[config.mk]
export PLATFORM = sky130hd
export DESIGN_NAME = partcmp_combine
export DESIGN_NICKNAME = d
export VERILOG_FILES = /design/src/rtl/gtc_pkg.sv /design/src/rtl/gtc_lane_map.sv /design/src/rtl/gtc_link.sv /design/src/rtl/partcmp_combine.sv
export SDC_FILE = /design/constraint.sdc
export NUM_CORES = 1
export LEC_CHECK = 0
export ABC_AREA = 1
export BUFFER_PORTS_ARGS = -buffer_cell sky130_fd_sc_hd__buf_2
export CAP_MARGIN = 15
export CORE_AREA = 2 2 39 41
export DETAILED_ROUTE_END_ITERATION = 10
export DIE_AREA = 0 0 41 43
export SETUP_SLACK_MARGIN = 0.4
export SYNTH_ARGS = -nofsm -noshare
export SYNTH_HDL_FRONTEND = slang
export SYNTH_SLANG_ARGS = --single-unit
export TNS_END_PERCENT = 20
[constraint.sdc]
create_clock -name vclk -period 0.8
set_input_delay 0.08 -clock vclk [all_inputs]
set_output_delay 0.08 -clock vclk [all_outputs]
set_load 0.03 [all_outputs]
[src/rtl/gtc_pkg.sv]
package gtc_pkg;
   // upper bound on partitions supported by the library block
   localparam int unsigned GTC_MAX_PARTS = 8;
   localparam int unsigned GTC_MIN_PARTS = 2;

   // lane boundary decode result for one partition
   typedef struct packed {
      logic head;   // lowest partition of its lane
      logic tail;   // highest partition of its lane
   } gtc_lane_pos_t;
endpackage

[src/rtl/gtc_lane_map.sv]
module gtc_lane_map
   import gtc_pkg::*;
#(
   parameter int unsigned PARTS = 3
) (
   input  logic [PARTS-2:0]      gate,
   output gtc_lane_pos_t [PARTS-1:0] pos
);
   localparam int unsigned LAST = PARTS - 1;

   genvar j;
   generate
      for (j = 0; j < PARTS; j++) begin : g_pos
         if (j == 0) begin : g_first
            assign pos[j].head = 1'b1;
         end else begin : g_inner_head
            assign pos[j].head = gate[j-1];
         end
         if (j == LAST) begin : g_last
            assign pos[j].tail = 1'b1;
         end else begin : g_inner_tail
            assign pos[j].tail = gate[j];
         end
      end
   endgenerate
endmodule

[src/rtl/gtc_link.sv]
module gtc_link (
   input  logic eq_in,
   input  logic gt_in,
   input  logic below,   // verdict of the less significant partitions
   output logic verdict
);
   // this partition decides unless equal, in which case defer downward
   assign verdict = gt_in | (eq_in & below);
endmodule

[src/rtl/partcmp_combine.sv]
module partcmp_combine
   import gtc_pkg::*;
#(
   parameter int unsigned PARTS = 3
) (
   input  logic [PARTS-1:0] eq_flag,
   input  logic [PARTS-1:0] gt_flag,
   input  logic [PARTS-2:0] seg_gate,
   input  logic             want_eq,
   output logic [PARTS-1:0] result
);
   localparam int unsigned LAST = PARTS - 1;

   generate
      if (PARTS < GTC_MIN_PARTS || PARTS > GTC_MAX_PARTS) begin : g_bad_parts
         $error("partcmp_combine: PARTS out of supported range");
      end
   endgenerate

   gtc_lane_pos_t [PARTS-1:0] pos;
   logic [PARTS-1:0] below;
   logic [PARTS-1:0] chain;

   gtc_lane_map #(.PARTS(PARTS)) u_map (
      .gate (seg_gate),
      .pos  (pos)
   );

   genvar j;
   generate
      for (j = 0; j < PARTS; j++) begin : g_part
         // seed at lane end: mode bit stands in for "tie counts as win"
         if (j == LAST) begin : g_top_seed
            assign below[j] = want_eq;
         end else begin : g_link_seed
            assign below[j] = pos[j].tail ? want_eq : chain[j+1];
         end

         gtc_link u_link (
            .eq_in   (eq_flag[j]),
            .gt_in   (gt_flag[j]),
            .below   (below[j]),
            .verdict (chain[j])
         );

         // greater-than mode clears non-head bits
         assign result[j] = (pos[j].head | want_eq) & chain[j];
      end
   endgenerate
endmodule

==> Yosys cells after proc, flatten, opt, wreduce, memory -nomap -nowiden <==
Cells that the tools add are included.
{ "word_totals": {"in_bits": 9, "register_bits": 0, "elab_cells": 12, "output_inout_bits": 3} }
{ "op_classes": {"n_bitwise": 10, "mux": 2} }
{ "op_table": {"columns": ["operator", "count"], "rows": [
  ["$and 1x1->1", 5],
  ["$or 1x1->1", 5],
  ["$mux 1", 2]
]} }

==> Logic depth before layout (Yosys ltp) <==
{ "depth": {"ltp_word": 8, "ltp_mapped": 7} }

==> By module <==
Synthesis repeated with hierarchy kept, for this count alone.
{ "hier_totals": {"hier_cells": 33, "area_unflattened_um2": 146.4} }
{ "modules_own_cells": {"columns": ["module", "area_each_um2", "instances", "cells_per_inst"], "rows": [
  ["partcmp_combine", 63.8, 1, 17],
  ["gtc_lane_map", 48.8, 1, 7],
  ["gtc_link", 11.3, 3, 3]
]} }

==> Worst setup path after synthesis <==
No wires, ideal clock.
{ "synth_timing": {"path_kind": "in2out", "startpoint": "input port want_eq", "endpoint": "output port result[1]", "required_ns": 0.720, "setup_slack_ns": -0.061, "stages": 4, "t_arrival_ns": 0.781, "path_buffers": 0, "cell_sequence": "inv_2 a21oi_2 nand2_1 a22oi_1"} }
{ "synth_between": {"elab_chain_len": 6} }
{ "synth_lines": {"columns": ["element", "line_no", "source"], "rows": [
  ["start, declared", "partcmp_combine.sv:9", "input logic want_eq,"],
  ["$and 1x1->1", "gtc_link.sv:8", "assign verdict = gt_in | (eq_in & below);"],
  ["$or 1x1->1", "gtc_link.sv:8", null],
  ["$mux 1", "partcmp_combine.sv:36", "assign below[j] = pos[j].tail ? want_eq : chain[j+1];"],
  ["$and 1x1->1", "gtc_link.sv:8", null],
  ["$or 1x1->1", "gtc_link.sv:8", null],
  ["$and 1x1->1 *", "partcmp_combine.sv:47", "assign result[j] = (pos[j].head | want_eq) & chain[j];"],
  ["end, declared", "partcmp_combine.sv:10", "output logic [PARTS-1:0] result"]
]} }
Every way passes the cells marked *; elsewhere a longest branch is shown, timed or not.

==> Final worst setup path <==
{ "layout_timing": {"startpoint": "input port seg_gate[1]", "endpoint": "output port result[1]"} }
{ "layout_between": {"elab_chain_len": 4} }
{ "layout_lines": {"columns": ["element", "line_no", "source"], "rows": [
  ["start, declared", "partcmp_combine.sv:8", "input logic [PARTS-2:0] seg_gate,"],
  ["$mux 1", "partcmp_combine.sv:36", null],
  ["$and 1x1->1", "gtc_link.sv:8", null],
  ["$or 1x1->1", "gtc_link.sv:8", null],
  ["$and 1x1->1", "partcmp_combine.sv:47", null]
]} }
Every way passes these cells.

==> insert_results.sql <==
INSERT INTO impl_metrics (metric_group, metric, value, unit) VALUES
('outcome', 'outcome', 'finished clean', ''),
('placed_design', 'place_inst', '48', ''),
('global_route', 'antenna_violations_before_repair', '0', ''),
('synth', 'synth-seq-area-share', '0', '%'),
('layout', 'clockBufferCount', '0', ''),
('sta', 'finalWorstPathRequiredPeriod', '0.800', 'ns'),
('layout', 'total_number_of_nets_in_the_final_design', '44', ''),
('global_route', 'grt_remaining_overflow', '0', ''),
('route', 'dr.pass1.iters', '4', ''),
('layout', 'n_sequential_cell', '0', ''),
('setup_path', 'critPathSlowestCell', 'sky130_fd_sc_hd__a22oi_2', ''),
('setup_path', 'cell_by_cell_trace_of_the_critical_path', 'buf_8 > a21oi_4 > nand2_2 > a22oi_2 > buf_6', ''),
('global_route', 'gr-max-usage-layer', 'met2', ''),
('synth', 'synthMuxAreaShare', '0', '%'),
('synth', 'distinct_cells_synth', '8', ''),
('sta', 'tcrit_tclk_final', '100', '%'),
('global_route', 'fraction_of_met1_tracks_used_by_global_routing', '3.16', '%'),
('synth', 'postSynthCellCount', '18', ''),
('synth', 'synth.avg_cell_area', '5.00', 'sq um'),
('route', 'routed_wire_length_per_instance', '7.65', 'microns'),
('layout', 'post-route-util', '21.4', '%'),
('power_and_ir_drop', 'finalPower', '177', 'uW'),
('die', 'initial_core_util', '6.51', '%'),
('global_route', 'first_global_vias', '166', ''),
('global_route', 'grt_start_max_net_pins', '5', ''),
('placed_design', 'post_placement_setup_slack', '-0.0640', 'ns'),
('setup_path', 'critPathKind', 'in -> out', ''),
('placed_design', 'dpl_wire_length', '254', 'microns'),
('setup_path', 'arrival', '0.72', 'ns'),
('sta', 'setup_violation_total_in_the_final_timing_report', '0', ''),
('die', 'die_area', '1760', 'sq um'),
('die', 'chipWidth', '41', 'microns'),
('power_and_ir_drop', 'power_leakage', '0.153', 'nW'),
('synth', 'synth.cell_area', '90.1', 'sq um'),
('synth', 'synth_compound_area_share', '34.7', '%'),
('global_route', 'global_route.usage.met3', '0', '%'),
('die', 'std_cell_rows', '14', ''),
('power_and_ir_drop', 'vdd_drop_max', '0.0871', 'mV'),
('layout', 'flow.area_growth_from_synthesis', '229', '%'),
('sta', 'max-slew-margin-rel', '89.7', '%'),
('layout', 'final-seq-area', '0', 'sq um'),
('synth', 'synth_top_area_share', '25.0', '%'),
('sta', 'max_transition_viols_final', '0', ''),
('setup_path', 'critical_path_s_top_delay_family', 'compound AO/OA/AOI/OAI gates', ''),
('route', 'wl', '375', 'microns'),
('setup_path', 'worstPathRequired', '0.72', 'ns'),
('die', 'num_io_pins', '12', ''),
('setup_path', 'critPathMaxFanout', '2', ''),
('sta', 'max_slew.worst_pin.slew', '0.155', 'ns'),
('layout', 'final-instance-count-excl-fill', '49', ''),
('placed_design', 'place_area', '195', 'sq um'),
('setup_path', 'timing.critical_path.buf_inv', '2', ''),
('synth', 'yosys.area.top_type', 'sky130_fd_sc_hd__inv_1', ''),
('global_route', 'wire_length_of_the_first_global_routing_pass', '538', 'microns'),
('die', 'core-area', '1380', 'sq um'),
('route', 'vias', '167', ''),
('synth', 'synthAdderAreaFrac', '0', '%'),
('global_route', 'gr-usage-met2', '10.0', '%'),
('setup_path', 'slowest_delay', '0.16', 'ns'),
('route', 'drt_drc_violations_left', '0', ''),
('synth', 'ys_top_cells_by_count', '6 x sky130_fd_sc_hd__inv_1, 4 x sky130_fd_sc_hd__nand2_1, 2 x sky130_fd_sc_hd__a22oi_1, 2 x sky130_fd_sc_hd__nand3_1', ''),
('worst_hold_path', 'worstHoldPathType', 'in -> out', ''),
('sta', 'max_freq', '1.25', 'GHz'),
('synth', 'simple_gate_fraction_of_synth_area', '27.8', '%'),
('layout', 'layout-drive-gt1-share', '84.8', '%'),
('layout', 'fin_area', '297', 'sq um'),
('synth', 'ys.warnings.count', '0', ''),
('synth', 'synth_xor_xnor_area_share', '0', '%'),
('sta', 'fin_tns_setup', '0', 'ns'),
('placed_design', 'numPortBuffers', '12', ''),
('global_route', 'groute.usage.overall', '4.20', '%');
## logic make-up after synthesis
logic type | count (synthesis)
buffers and inverters | 8
AND/OR/NAND/NOR | 6
AO/OA/AOI/OAI | 4
## layer usage
layer,vias up,wire length [microns]
met5,-,0
met4,0,0
met3,0,21
met2,7,248
met1,75,105
li1,85,-
## path summary, 6_finish.rpt
| kind | startpoint | endpoint | slack [ns] |
|---|---|---|---|
| setup / recovery | seg_gate[1] | result[1] | 0.00007 |
| hold / removal | gt_flag[0] | result[0] | 0.44 |
## placed cells by master (no fill, tap or decap), drive strengths merged
master	Yosys	routed
a21boi	1	1
a21oi	1	1
a22oi	2	2
buf	1	16
inv	7	7
nand2	4	4
nand3	2	2
## what timing repair did
| item | in CTS | in global routing |
|---|---|---|
| gates resized for setup | 20 | 7 |
| buffers inserted | 1 | 0 |
| endpoints found under the setup margin | 3 | 3 |
| pin swaps | 5 | 4 |
## final cells by class
class                      instances  area, sq um
fill                             157         1090
tap                               16         20.0
timing repair buffer              16          141
multi-input combinational         10         98.8
inverter                           7         36.3
## where the power goes
| part | switching [mW] | internal [mW] | total (mW) |
|---|---|---|---|
| clock network | 0 | 0 | 0 |
| logic | 0.0837 | 0.0929 | 0.177 |
| registers | 0 | 0 | 0 |
No activity file was read; power rests on OpenSTA's default activity.
